--- config.mk ---
export PLATFORM = sky130hd
export DESIGN_NAME = rtc_regblock
export DESIGN_NICKNAME = d
export VERILOG_FILES = /design/src/rtl/rtc_regblock.sv
export SDC_FILE = /design/constraint.sdc
export NUM_CORES = 1
export LEC_CHECK = 0
export BUFFER_PORTS_ARGS = -buffer_cell sky130_fd_sc_hd__buf_2
export CAP_MARGIN = 10
export CORE_UTILIZATION = 48
export CTS_BUF_LIST = sky130_fd_sc_hd__clkbuf_8
export DETAILED_ROUTE_END_ITERATION = 12
export GPL_TIMING_DRIVEN = 0
export HOLD_SLACK_MARGIN = 0.08
export PLACE_DENSITY_LB_ADDON = 0.25
export SYNTH_ARGS = -nofsm -noshare
export SYNTH_HDL_FRONTEND = slang
export SYNTH_SLANG_ARGS = --single-unit
--- constraint.sdc ---
create_clock -name clk -period 7.1 [get_ports clk]
set_input_delay 0.355 -clock clk [delete_from_list [all_inputs] [get_ports clk]]
set_output_delay 0.355 -clock clk [all_outputs]
set_load 0.01 [all_outputs]
--- src/rtl/rtc_regblock.sv ---
module rtc_regblock #(
  parameter int unsigned TICKS_PER_SEC  = 32768,
  parameter int unsigned WR_SLOW_CYCLES = 4
) (
  input  logic        clk,
  input  logic        rst_n,
  input  logic        slow_en,
  input  logic        tick_en,
  input  logic        wr_en,
  input  logic [4:2]  addr,
  input  logic [31:0] wdata,
  output logic [31:0] rdata,
  output logic        irq
);
  localparam int          CW        = $clog2(WR_SLOW_CYCLES + 1);
  localparam logic [CW-1:0] LAST    = CW'(WR_SLOW_CYCLES - 1);
  localparam logic [31:0] FRAC_LAST = 32'(TICKS_PER_SEC - 1);
  localparam logic [2:0]  A_SEC = 3'd0, A_FRAC = 3'd1, A_ASEC = 3'd2, A_AFRAC = 3'd3,
                          A_CTRL = 3'd4, A_STAT = 3'd5, A_IER = 3'd6;

  logic [31:0] sec_q, frac_q, alm_sec_q, alm_frac_q, p_data;
  logic [2:0]  p_idx;
  logic [CW-1:0] cnt_q;
  logic [3:0]  ier_q;
  logic tce_q, busy_q, wnf_q, wcf_q, wef_q, caf_q, nvf_q, sec_init_q;

  logic accept, reject, commit, run, wrap, step, alarm_hit;
  logic [31:0] st_clr, status;

  assign accept    = wr_en & ~busy_q;
  assign reject    = wr_en & busy_q;
  assign commit    = busy_q & slow_en & (cnt_q == LAST);
  assign run       = tce_q & sec_init_q & ~nvf_q;
  assign wrap      = (frac_q == FRAC_LAST);
  assign step      = run & tick_en;
  assign alarm_hit = run & (alm_sec_q != 32'hFFFF_FFFF) &
                     (sec_q == alm_sec_q) & (frac_q == alm_frac_q);
  assign st_clr    = (commit && p_idx == A_STAT) ? p_data : 32'd0;

  always_ff @(posedge clk or negedge rst_n) begin
    if (!rst_n) begin
      busy_q <= 1'b0; wnf_q <= 1'b1; wcf_q <= 1'b0;
      cnt_q <= '0; p_idx <= '0; p_data <= '0;
    end else if (accept) begin
      busy_q <= 1'b1; wnf_q <= 1'b0; wcf_q <= 1'b0;
      cnt_q <= '0; p_idx <= addr; p_data <= wdata;
    end else if (busy_q && slow_en) begin
      if (cnt_q == LAST) begin
        busy_q <= 1'b0; wnf_q <= 1'b1; wcf_q <= 1'b1;
      end else begin
        cnt_q <= cnt_q + 1'b1;
      end
    end
  end

  always_ff @(posedge clk or negedge rst_n) begin
    if (!rst_n) begin
      sec_q <= '0; frac_q <= '0; sec_init_q <= 1'b0;
      alm_sec_q <= 32'hFFFF_FFFF; alm_frac_q <= '0;
      tce_q <= 1'b0; ier_q <= '0;
    end else begin
      if (commit && p_idx == A_SEC) begin
        sec_q <= p_data; sec_init_q <= 1'b1;
      end else if (step && wrap) begin
        sec_q <= sec_q + 1'b1;
      end
      if (commit && p_idx == A_FRAC) frac_q <= p_data;
      else if (step)                 frac_q <= wrap ? 32'd0 : frac_q + 1'b1;
      if (commit && p_idx == A_ASEC)  alm_sec_q  <= p_data;
      if (commit && p_idx == A_AFRAC) alm_frac_q <= p_data;
      if (commit && p_idx == A_CTRL)  tce_q <= p_data[3];
      if (commit && p_idx == A_IER)   ier_q <= {p_data[9], p_data[8], p_data[7], p_data[4]};
    end
  end

  always_ff @(posedge clk or negedge rst_n) begin
    if (!rst_n) begin
      wef_q <= 1'b0; caf_q <= 1'b0; nvf_q <= 1'b1;
    end else begin
      wef_q <= reject    | (wef_q & ~st_clr[7]);
      caf_q <= alarm_hit | (caf_q & ~st_clr[4]);
      nvf_q <= nvf_q & ~(st_clr[1] & st_clr[0]);
    end
  end

  assign status = {21'd0, busy_q, wnf_q, wcf_q, wef_q, 2'b00, caf_q, 2'b00, nvf_q, 1'b0};

  always_comb begin
    case (addr)
      A_SEC:   rdata = sec_q;
      A_FRAC:  rdata = frac_q;
      A_ASEC:  rdata = alm_sec_q;
      A_AFRAC: rdata = alm_frac_q;
      A_CTRL:  rdata = {28'd0, tce_q, 3'b000};
      A_STAT:  rdata = status;
      A_IER:   rdata = {22'd0, ier_q[3], ier_q[2], ier_q[1], 2'b00, ier_q[0], 4'd0};
      default: rdata = 32'd0;
    endcase
  end

  assign irq = (ier_q[3] & wnf_q) | (ier_q[2] & wcf_q) | (ier_q[1] & wef_q) | (ier_q[0] & caf_q);
endmodule

Word-level counts from Yosys, hierarchy flattened
Cells that the tools add are included.

Bitwise logic cells: 28. Muxes and demuxes: 16. Add/sub/neg operators: 3. Equality and inequality tests: 18. Reduce and logical (&&, ||, !) cells: 17.

Operators by type and width (count): $pmux W32 S7 (1); $mux W32 (5); $add A32 B1 Y32 const B (2); $eq A32 B32 Y1 (2); $eq A32 B15 Y1 const B (1); $ne A32 B32 Y1 const B (1); $and A1 B1 Y1 (18); $eq A3 B3 Y1 const B (6); $eq A3 B2 Y1 const B (5); $logic_and A1 B1 Y1 (9); $mux W3 (3); $mux W8 (1); $reduce_bool A2 Y1 (4); $eq A3 B1 Y1 const B (2); $logic_not A3 Y1 (2); $mux W1 (6); $not A1 Y1 (5); $or A1 B1 Y1 (5); $reduce_and A2 Y1 (2); $add A3 B1 Y3 const B (1); $ne A2 B2 Y1 const B (1).

Word-level logic and storage cells: 98. Output and inout port bits: 33. Register bits after elaboration: 178.

Longest topological paths before layout
Gate-level depths: netlist of the first run.

Word-level depth: 7. Depth in mapped cells: 9.

Worst setup path after synthesis of the first run
OpenSTA, ideal clock, no wires.

Path type: register to register. Start: register frac_q[0]. End: register sec_q[23]. Arrival: 2.183 ns. Buffers on the path: 2. Path slack: 4.835 ns. Cell stages (with the launch flop): 9. Path through: dfrtp_1 > ha_1 > clkbuf_1 > nand3_1 > nor4_4 > nand4_4 > buf_6 > or4_1 > a31oi_1.

Longest elaborated chain between the ends: 3.

Ends and longest elaborated chain: from (decl) (RTL line 21) `logic [31:0] sec_q, frac_q, alm_sec_q, alm_frac_q, p_data;`; from (signal assigned) (RTL line 67) `if (commit && p_idx == A_FRAC) frac_q <= p_data;`; from (signal assigned) (RTL line 68) `else if (step) frac_q <= wrap ? 32'd0 : frac_q + 1'b1;`; $eq A32 B15 Y1 (RTL line 34) `assign wrap = (frac_q == FRAC_LAST);`; $logic_and A1 B1 Y1 (RTL line 64) `end else if (step && wrap) begin`; $reduce_bool A2 Y1 (no line); to (signal assigned) (RTL line 65) `sec_q <= sec_q + 1'b1;`; to (decl) (RTL line 21).

Every way passes these cells. A chain may end at the register's enable or synchronous reset.

Final worst setup path of the first run
Start: register frac_q[0]. End: register sec_q[2].

Same word-level chain as after synthesis.

==> impl_results.md, run 1 <==
- Outcome: finished, final reports clean
- Row count: between 50 and 60
- Initial core utilization: 0.495
- Flops & latches, synth: ~180
- Inst Count DP: 1360
- HPWL after DPL: roughly 26 mm
- Total wire length: between 30 and 40 mm
- Crit path max fanout: 10
- Clk pin slew, worst setup/hold paths: roughly 0.1 ns
- Largest family of logic cells by synthesized area: simple AND/OR/NAND/NOR gates
- CTS tree: done
- Final Skew: 0.0142 ns
- Worst EP arrival: roughly 3.5 ns
- Initial antenna violation count: 1
- Top cell type's share of synthesized area: 0.356
- First-pass GRT wire length: approximately 53 mm
- Die height: 147 µm
- Number of synthesized flops with an enable pin: 0
- Fin util: 0.548
- Largest net degree at the start of global routing: 99
- Fin. Hold Viols: 0
- DRC errors left: 0
- GP Congestion: 1.02
- Adder-Cell Fraction of Synth Area: 0.00495
- Final Cycle Share: 0.438
- Synth Area in Simple Gates: 0.187
- Post-synthesis compound-gate area fraction: 0.123
- Post-synthesis xor/xnor area fraction: 0.0762
- Post-DP Area: about 11000 µm²
- Core region area: about 20000 µm²
- F_max: about 0.32 GHz
- Longest Clk Path Bufs: 2
- Synth top area cells: dfrtp_1 36%, mux2_2 12%, dfstp_2 8.8%
- Starting DRT DRC Count: between 1000 and 1500
- Setup WS pre-CTS: 4.14 ns
- Design area: 11200 µm²
- Clk sink count: between 150 and 200
- # IOs: 73
- Post-synthesis mux area share: 0.126
- Async set-or-reset flop fraction in the synthesized netlist: 1.00
- Routed wire per std cell: 24.9 µm
- Tmin final: about 3.1 ns
- Total number of vias: 9002
- Rel. slew slack: 0.269
- Synthesis-to-layout area growth: 10.7%
- Cell variety after synth: 55
- HP Class: in -> reg
- Cell count after synthesis: 1019
- # fillers: roughly 1900
- H-tree levels: 4
- Port bufs: 70
- Power per cell area: 400 nW/µm²
- Flop-to-flop setup slack: ~4.0 ns
- Crit Path Class: reg -> reg
- Die X: ~150 µm
- Final setup fails: 0
- Clk_lat worst skew: about 0.48 ns
- RSZ-0062 raised after global routing: no
- GRT overflow: 0
- Worst Max-Slew Pin Slew: 1.09 ns
- Fin. max-slew vios: 0
- Die area: between 20000 and 25000 µm²
- Max Cap Violations: 0
- Vias in the first global route: around 8700
- Synth Flop Type: dfrtp_1
- Worst vdd ir: between 0.2 and 0.25 mV
- Most frequent cells after synthesis: 144 x dfrtp_1, 109 x mux2_2, 94 x nand2_1
- Total track usage: 0.330
- Drt first pass iters: 6
- ANT nets after route: 0
- Setup WS post-layout: roughly 4 ns
- Share of layout cells above drive strength 1: 0.238
- CTS Buf Count: 17
- Finished Layout Cells: about 1400
- Yosys warnings: 0
- Post-CTS Setup Bufs: 0
- P_leak: roughly 0.0046 µW
- Leading cell type by number of instances after synthesis: dfrtp_1
- Leading area contributor after synthesis: dfrtp_1
- Syn Nets: around 1100
- Setup TNS: 0 ns
- Crit end category: register
- Via density: ~6.5
- Required time of the critical path: between 7 and 8 ns
- Sequential fraction of the synthesis area: 0.445
- Startpoint Class: register
- NumNets Final: about 1200
- Clock root buffer: clkbuf_8
- Diodes inserted: 0
- Mapped cell area: around 10000 µm²
- Syn Area/Cell: approximately 10 µm²
logic make-up (layout without fill, tap and decap cells):
group,count (synthesis),after routing
AND/OR/NAND/NOR,350,350
buffers and inverters,95,200
multiplexers,114,114
XOR/XNOR,88,88
AO/OA/AOI/OAI,190,190
flip-flops,178,178
adder cells (fa/ha/maj),4,4
final cells by class:
type	instances	area (µm²)	share of cell area
Sequential cell	178	4500	0.401
Multi-Input combinational cell	746	5240	0.467
Timing Repair Buffer	73	408	0.0364
Clock inverter	15	108	0.00960
Clock buffer	17	234	0.0209
Inverter	14	52.6	0.00469
Buffer	81	330	0.0295
Tap cell	270	338	0.0302
repair_timing:
item / 4_1_cts / 5_1_grt
hold buffers: 2 / 0
resized for setup: 0 / 0
hold endpoints to repair: 78 / 0
sequential cells by signal (all words and copies together) (netlist names):
signal,flops
nvf_q,1
frac_q,32
wcf_q,1
alm_frac_q,32
alm_sec_q,32
sec_q,32
tce_q,1
p_data,32
wnf_q,1
busy_q,1
wef_q,1
caf_q,1
p_idx,3
sec_init_q,1
ier_q,4
cnt_q,3
report_power, final:
part           leakage, µW  total (µW)  switching (µW)  internal [µW]
Sequential         0.00217        2290             773           1520
Clock             0.000179         660             415            245
Combinational      0.00223        1530             796            736
Total              0.00458        4490            1980           2500
cell usage in the layout (no fill, tap or decap), types with 17 or more instances in the layout:
| master | instances |
|---|---|
| dfrtp_1 | 144 |
| mux2_2 | 109 |
| nand2_1 | 94 |
| buf_2 | 77 |
| clkbuf_1 | 65 |
| nor2_1 | 61 |
| a22oi_1 | 56 |
| xnor2_1 | 55 |
| nand4_1 | 48 |
| o21ai_0 | 44 |
| a31oi_1 | 40 |
| dfstp_2 | 34 |
| xor2_1 | 33 |
| nand3_1 | 28 |
| or3_1 | 22 |
| nor4_1 | 21 |
| inv_1 | 17 |
| o31ai_1 | 17 |
| clkbuf_8 | 17 |
per-stage QoR:
step,hold slack [ns],total power (µW)
floorplan,0.0594,3030
global placement,0.464,3730
detailed placement,0.438,3770
CTS,0.0867,4420
finish,0.0926,4490
global route,0.0848,4680
critical path, stage by stage, from the launching register on:
cell      delay [ns]
dfrtp_1         0.55
ha_1            0.20
clkbuf_1        0.38
nand3_1         0.21
nor4_4          0.43
nand4_2         0.37
clkbuf_1        0.33
or3_1           0.36
a31oi_1         0.20
path summary, 6_finish.rpt:
check | startpoint | end | cells after the start
worst max-delay path | frac_q[0] | sec_q[2] | 8
worst min-delay path | wdata[14] | p_data[14] | 2
worst max register to register | frac_q[0] | sec_q[2] | 8
worst min register to register | nvf_q | nvf_q | 2
max in group asynchronous | rst_n | alm_sec_q[0] | 3
min in group asynchronous | rst_n | p_data[4] | 2
layer usage:
metal | up-vias | global-route usage | share of wire
met1 | 4463 | 0.465 | 0.42
met3 | 100 | 0.0649 | 0.094
met4 | 0 | 0.140 | 0.041
li1 | 3931 | - | -
met2 | 508 | 0.494 | 0.44
met5 | - | 0 | 0
(Power assumes the default switching activity.)
==> run 2, diff against run 1 <==
Clock period 7.1 ns to 2.8 ns, I/O delays scaled along.
==> run 2 against run 1 <==
Net effect:
- register-to-register slack worse by 3.9 ns
- critical path depth is 1 lower
- final cell count is 2.3% higher
- largest cell class unchanged
- non-clock buffer count is 31 higher
- wire length is 0.70% higher
- clock skew hardly changed
- final area is 3.3% higher
- sequential share of layout area is 1.3 points lower
==> impl_results.md, run 2 (synthesized netlist as in run 1, its figures left out) <==
- Final setup fails: 0
- Most common cell after layout, fill and taps aside: dfrtp_1
- Crit end category: register
- Total track usage: 0.335
- Top layer in use: met4
- Routed met1 length: between 10 and 15 mm
- P_leak: 0.00476 µW
- Final Skew: between 0.01 and 0.015 ns
- H-tree levels: 4
- HPWL after DPL: roughly 26 mm
- Net Sw Power: roughly 5000 µW
- CTS Buf Count: 17
- Worst vdd ir: just under 0.6 mV
- Hold path depth: 3
- ANT nets after route: 0
- Cell Chain, Critical Path: ha_1 -> ha_1 -> and3_1 -> and4b_1 -> clkbuf_1 -> buf_1 -> mux2_2
- Setup WS pre-CTS: -0.159 ns
- Via density: around 6.4
- Worst Max-Slew Pin Slew: between 1 and 1.5 ns
- F_max: 0.371 GHz
- Drt first pass iters: 5
- CP max-delay cell: buf_1
- Most frequent cells in the layout: 142 x dfrtp_1, 109 x mux2_2, 94 x nand2_1
- Met3 WL: 3.20 mm
- Clk pwr share: 0.145
- Vias in the first global route: slightly below 9000
- Power share of the combinational group: 0.341
- Fin. Hold Viols: 0
- Crit path max fanout: 10
- Seq pwr share: 0.514
- WP depth: 7
- Clock root buffer: clkbuf_8
- Wire length on met2: about 16 mm
- Die X: about 150 µm
- Clk sink count: 178
- Crit Path Class: reg -> reg
- CTS tree: done
- Max Cap Violations: 0
- Largest net degree at the start of global routing: 99
- Buf/Inv on CP: 2
- Share of layout cells above drive strength 1: 0.240
- Starting DRT DRC Count: approximately 1100
- RSZ-0062 raised after global routing: yes
- GP Congestion: between 1 and 1.5
- First-pass GRT wire length: between 50 and 60 mm
- Worst hold slack: approximately 0.13 ns
- DRC errors left: 0
- Fin. max-slew vios: 0
- Initial core utilization: 0.495
- Worst EP arrival: between 3 and 4 ns
- Slowest stage delay, CP: 0.58 ns
- Clk pin slew, worst setup/hold paths: 0.10 ns
- Core region area: between 20000 and 25000 µm²
- CP top delay family: buffers and inverters
- Startpoint Class: register
- Internal: 6390 µW
- Required time of the critical path: between 3 and 4 ns
- HP Class: in -> reg
- Clk_lat worst skew: approximately 0.48 ns
- Port bufs: 70
- # IOs: 73
- Power per cell area: ~990 nW/µm²
- Die area: approximately 22000 µm²
- Outcome: finished, final reports clean
- Initial antenna violation count: 1
- Longest Clk Path Bufs: 2
- Total number of vias: 9079
- Routed wire per std cell: 24.5 µm
- R2r worst-path depth: 7
- Setup WS post-layout: 0.106 ns
- Sw frac: 0.440
- Final Cycle Share: 0.962
- Tmin final: around 2.7 ns
- Die height: about 150 µm
- CP dominant cell by count: ha_1
- GRT overflow: 0
- Rel. slew slack: 0.289
- Total wire length: 34.9 mm
- Synthesis-to-layout area growth: 14.4%
- Row count: between 50 and 60
- NumNets Final: between 1000 and 1500
-- run 2: layer usage --
metal  up-vias  global-route usage
met5         -                   0
met4         0               0.142
met3       108              0.0674
met2       542               0.505
met1      4435               0.469
li1       3994                   -
-- run 2: power by group through the flow --
stage          clock network (µW)  logic (µW)  registers [µW]
5_1_grt                      1760        4220            5950
3_5_place_dp                    0        3830            5730
4_1_cts                      1670        3890            5690
2_1_floorplan                   0        2850            4840
3_3_place_gp                    0        3750            5720
6_report                     1660        3890            5860
-- run 2: cell type report --
class	instances	area (µm²)
tap	270	338
clock inverter	15	108
timing repair buffer	107	743
clock buffer	17	234
sequential	178	4500
fill	1849	8860
inverter	14	52.6
multi-input combinational	746	5270
buffer	78	324
antenna	1	2.50
-- run 2: worst paths after layout --
check	startpoint	end	slack [ns]
max	cnt_q[0]	alm_frac_q[18]	0.11
min	slow_en	busy_q	0.13
max reg2reg	cnt_q[0]	alm_frac_q[18]	0.11
min reg2reg	nvf_q	nvf_q	0.48
max in group asynchronous	rst_n	alm_sec_q[0]	1.66
min in group asynchronous	rst_n	p_data[4]	0.26
-- run 2: tightest hold or removal path, delay by kind of cell --
kind	cells	cell delay [ns]
buffers and inverters	1	0.10
and+or+nand+nor	2	0.34
-- run 2: stage by stage --
stage	area [µm²]	util	power (µW)	std cells	TNS (ns)
2_1_floorplan	10100	-	7690	1019	0
3_3_place_gp	10800	0.529	9470	1359	-196.66
3_5_place_dp	10800	0.531	9560	1360	-2.53
4_1_cts	11500	0.565	11300	1427	0
5_1_grt	11600	0.566	11900	1425	-0.0119
6_report	11600	0.567	11400	1426	0
-- run 2: what timing repair did --
action	CTS	global route
endpoints found under the setup margin	58	65
buffers inserted	2	0
hold buffers	34	0
hold endpoints to repair	113	0
pin swaps	1	0
resized for setup	2	13
==> run 3, diff against run 2 <==
Settings changed: CTS_BUF_LIST sky130_fd_sc_hd__clkbuf_8 to sky130_fd_sc_hd__clkbuf_16.
==> run 3 against run 2 <==
Net effect:
- core utilization grew 1.1 points
- critical endpoint is now sec_q[16]
- clock skew shrank 0.0052 ns
- combinational power is essentially flat
- flip-flop and latch count is the same
- global-route usage grew 0.11 points
- final area grew 1.9%
- largest cell class unchanged
- via count grew 0.41%
- clock-buffer cell count is the same
- hold slack gained 0.056 ns
- critical path depth is the same
==> impl_results.md, run 3 (synthesized netlist as in run 1, its figures left out) <==
- Port bufs: 70
- Via density: roughly 6.4
- # IOs: 73
- DRC errors left: 0
- HPWL after DPL: between 20 and 30 mm
- Rel. slew slack: 0.289
- Die area: ~22000 µm²
- Cell Chain, Critical Path: ha_1 -> nand3_1 -> or2_2 -> clkbuf_1 -> or3_1 -> or3_1 -> a31oi_1
- Share of layout cells above drive strength 1: 0.244
- Diodes inserted: 0
- Hold path depth: 3
- Max Cap Violations: 0
- Worst vdd ir: roughly 0.57 mV
- Longest Clk Path Bufs: 2
- H-tree levels: 4
- Core region area: about 20000 µm²
- Clk_lat worst skew: 0.44 ns
- Final Skew: approximately 0.0086 ns
- Initial core utilization: 0.495
- Largest net degree at the start of global routing: 99
- Tmin final: between 2 and 3 ns
- Final Cycle Share: 0.953
- Flop-to-flop setup slack: between 0.1 and 0.15 ns
- HP Class: in -> reg
- NumNets Final: between 1000 and 1500
- Worst EP arrival: 3.03 ns
- Die height: roughly 150 µm
- CP max-delay cell: dfrtp_1
- Synthesis-to-layout area growth: 16.6%
- Worst Max-Slew Pin Slew: between 1 and 1.5 ns
- Crit Path Class: reg -> reg
- First-pass GRT wire length: 54.0 mm
- Final setup fails: 0
- Post-DP Area: 10800 µm²
- F_max: 0.375 GHz
- GRT overflow: 0
- Required time of the critical path: about 3.2 ns
- Most common cell after layout, fill and taps aside: dfrtp_1
- Clock root buffer: clkbuf_16
- Total wire length: roughly 35 mm
- Routed wire per std cell: roughly 25 µm
- Fin. max-slew vios: 0
- CTS tree: done
- ANT nets after route: 0
- Row count: 52
- CP dominant cell by count: or3_1
- P_leak: between 0.004 and 0.005 µW
- R2r worst-path depth: 7
- Initial antenna violation count: 0
- Vias in the first global route: 8818
- Starting DRT DRC Count: 1089
- Slowest stage delay, CP: 0.53 ns
- Clk sink count: around 180
- Total track usage: 0.336
- GP Congestion: 1.02
- Startpoint Class: register
- Crit end category: register
- Drt first pass iters: 5
- Design area: ~12000 µm²
- Outcome: finished, final reports clean
- Die X: roughly 150 µm
- Setup TNS: 0 ns
- CTS Buf Count: 17
- Crit path max fanout: 9
- Fin. Hold Viols: 0
- Clk pin slew, worst setup/hold paths: 0.07 ns
- Power per cell area: about 1000 nW/µm²
- Total number of vias: 9116
- Most frequent cells in the layout: 142 x dfrtp_1, 109 x mux2_2, 94 x nand2_1
- RSZ-0062 raised after global routing: no
run 3: cell count changes in the layout (fill, tap and decap cells not counted), sizes merged:
| cell | delta |
|---|---|
| diode | -1 |
| clkbuf | +2 |
run 3: metrics by stage:
step                      std cells  hold slack [ns]  utilization  total power (µW)  setup WS, ns
final                          1427            0.184        0.577             12100         0.132
after CTS                      1427            0.165        0.575             11900        0.0335
after floorplan                1019           -0.156            -              7690         0.535
after global routing           1427            0.191        0.577             12600        0.0229
after global placement         1359            0.365        0.529              9470         -1.32
after detailed placement       1360            0.223        0.531              9560        -0.159
run 3: layer usage:
layer | routed length (µm) | GRT usage | vias up
li1 | - | - | 4013
met1 | 14700 | 0.467 | 4464
met2 | 15900 | 0.512 | 542
met3 | 3390 | 0.0727 | 97
met4 | 1380 | 0.132 | 0
met5 | 0 | 0 | -
run 3: final timing paths:
kind | startpoint | end
min in group asynchronous | rst_n | p_data[4]
setup / recovery | sec_q[1] | sec_q[16]
setup reg to reg | sec_q[1] | sec_q[16]
max in group asynchronous | rst_n | alm_sec_q[0]
hold / removal | slow_en | busy_q
hold reg to reg | nvf_q | nvf_q
run 3: where the power goes:
group | internal [µW] | switching [µW] | total (µW)
registers | 3870 | 2010 | 5880
clock network | 1140 | 1130 | 2270
logic | 1900 | 2000 | 3910
run 3: layout make-up:
class,count,area [µm²]
Sequential cell,178,4500
Clock buffer,17,425
Timing Repair Buffer,109,771
Inverter,14,52.6
Multi-Input combinational cell,746,5280
Tap cell,270,338
Fill cell,1810,8630
Clock inverter,15,108
Buffer,78,327
run 3: what timing repair did:
action                                 CTS  global route
gates cloned                             0             0
hold buffers                            34             0
setup endpoints to repair               54            80
resized for setup                        2            16
pin swaps                                1             1
buffers inserted                         2             2
endpoints found under the hold margin  112             0
run 3: worst max-delay path, delay by kind of cell, from the launching register on:
| family | cells | cell delay, ns |
|---|---|---|
| compound gates | 1 | 0.16 |
| flops | 1 | 0.53 |
| fa+ha+maj | 1 | 0.23 |
| simple gates | 4 | 1.37 |
| buf+inv | 1 | 0.28 |
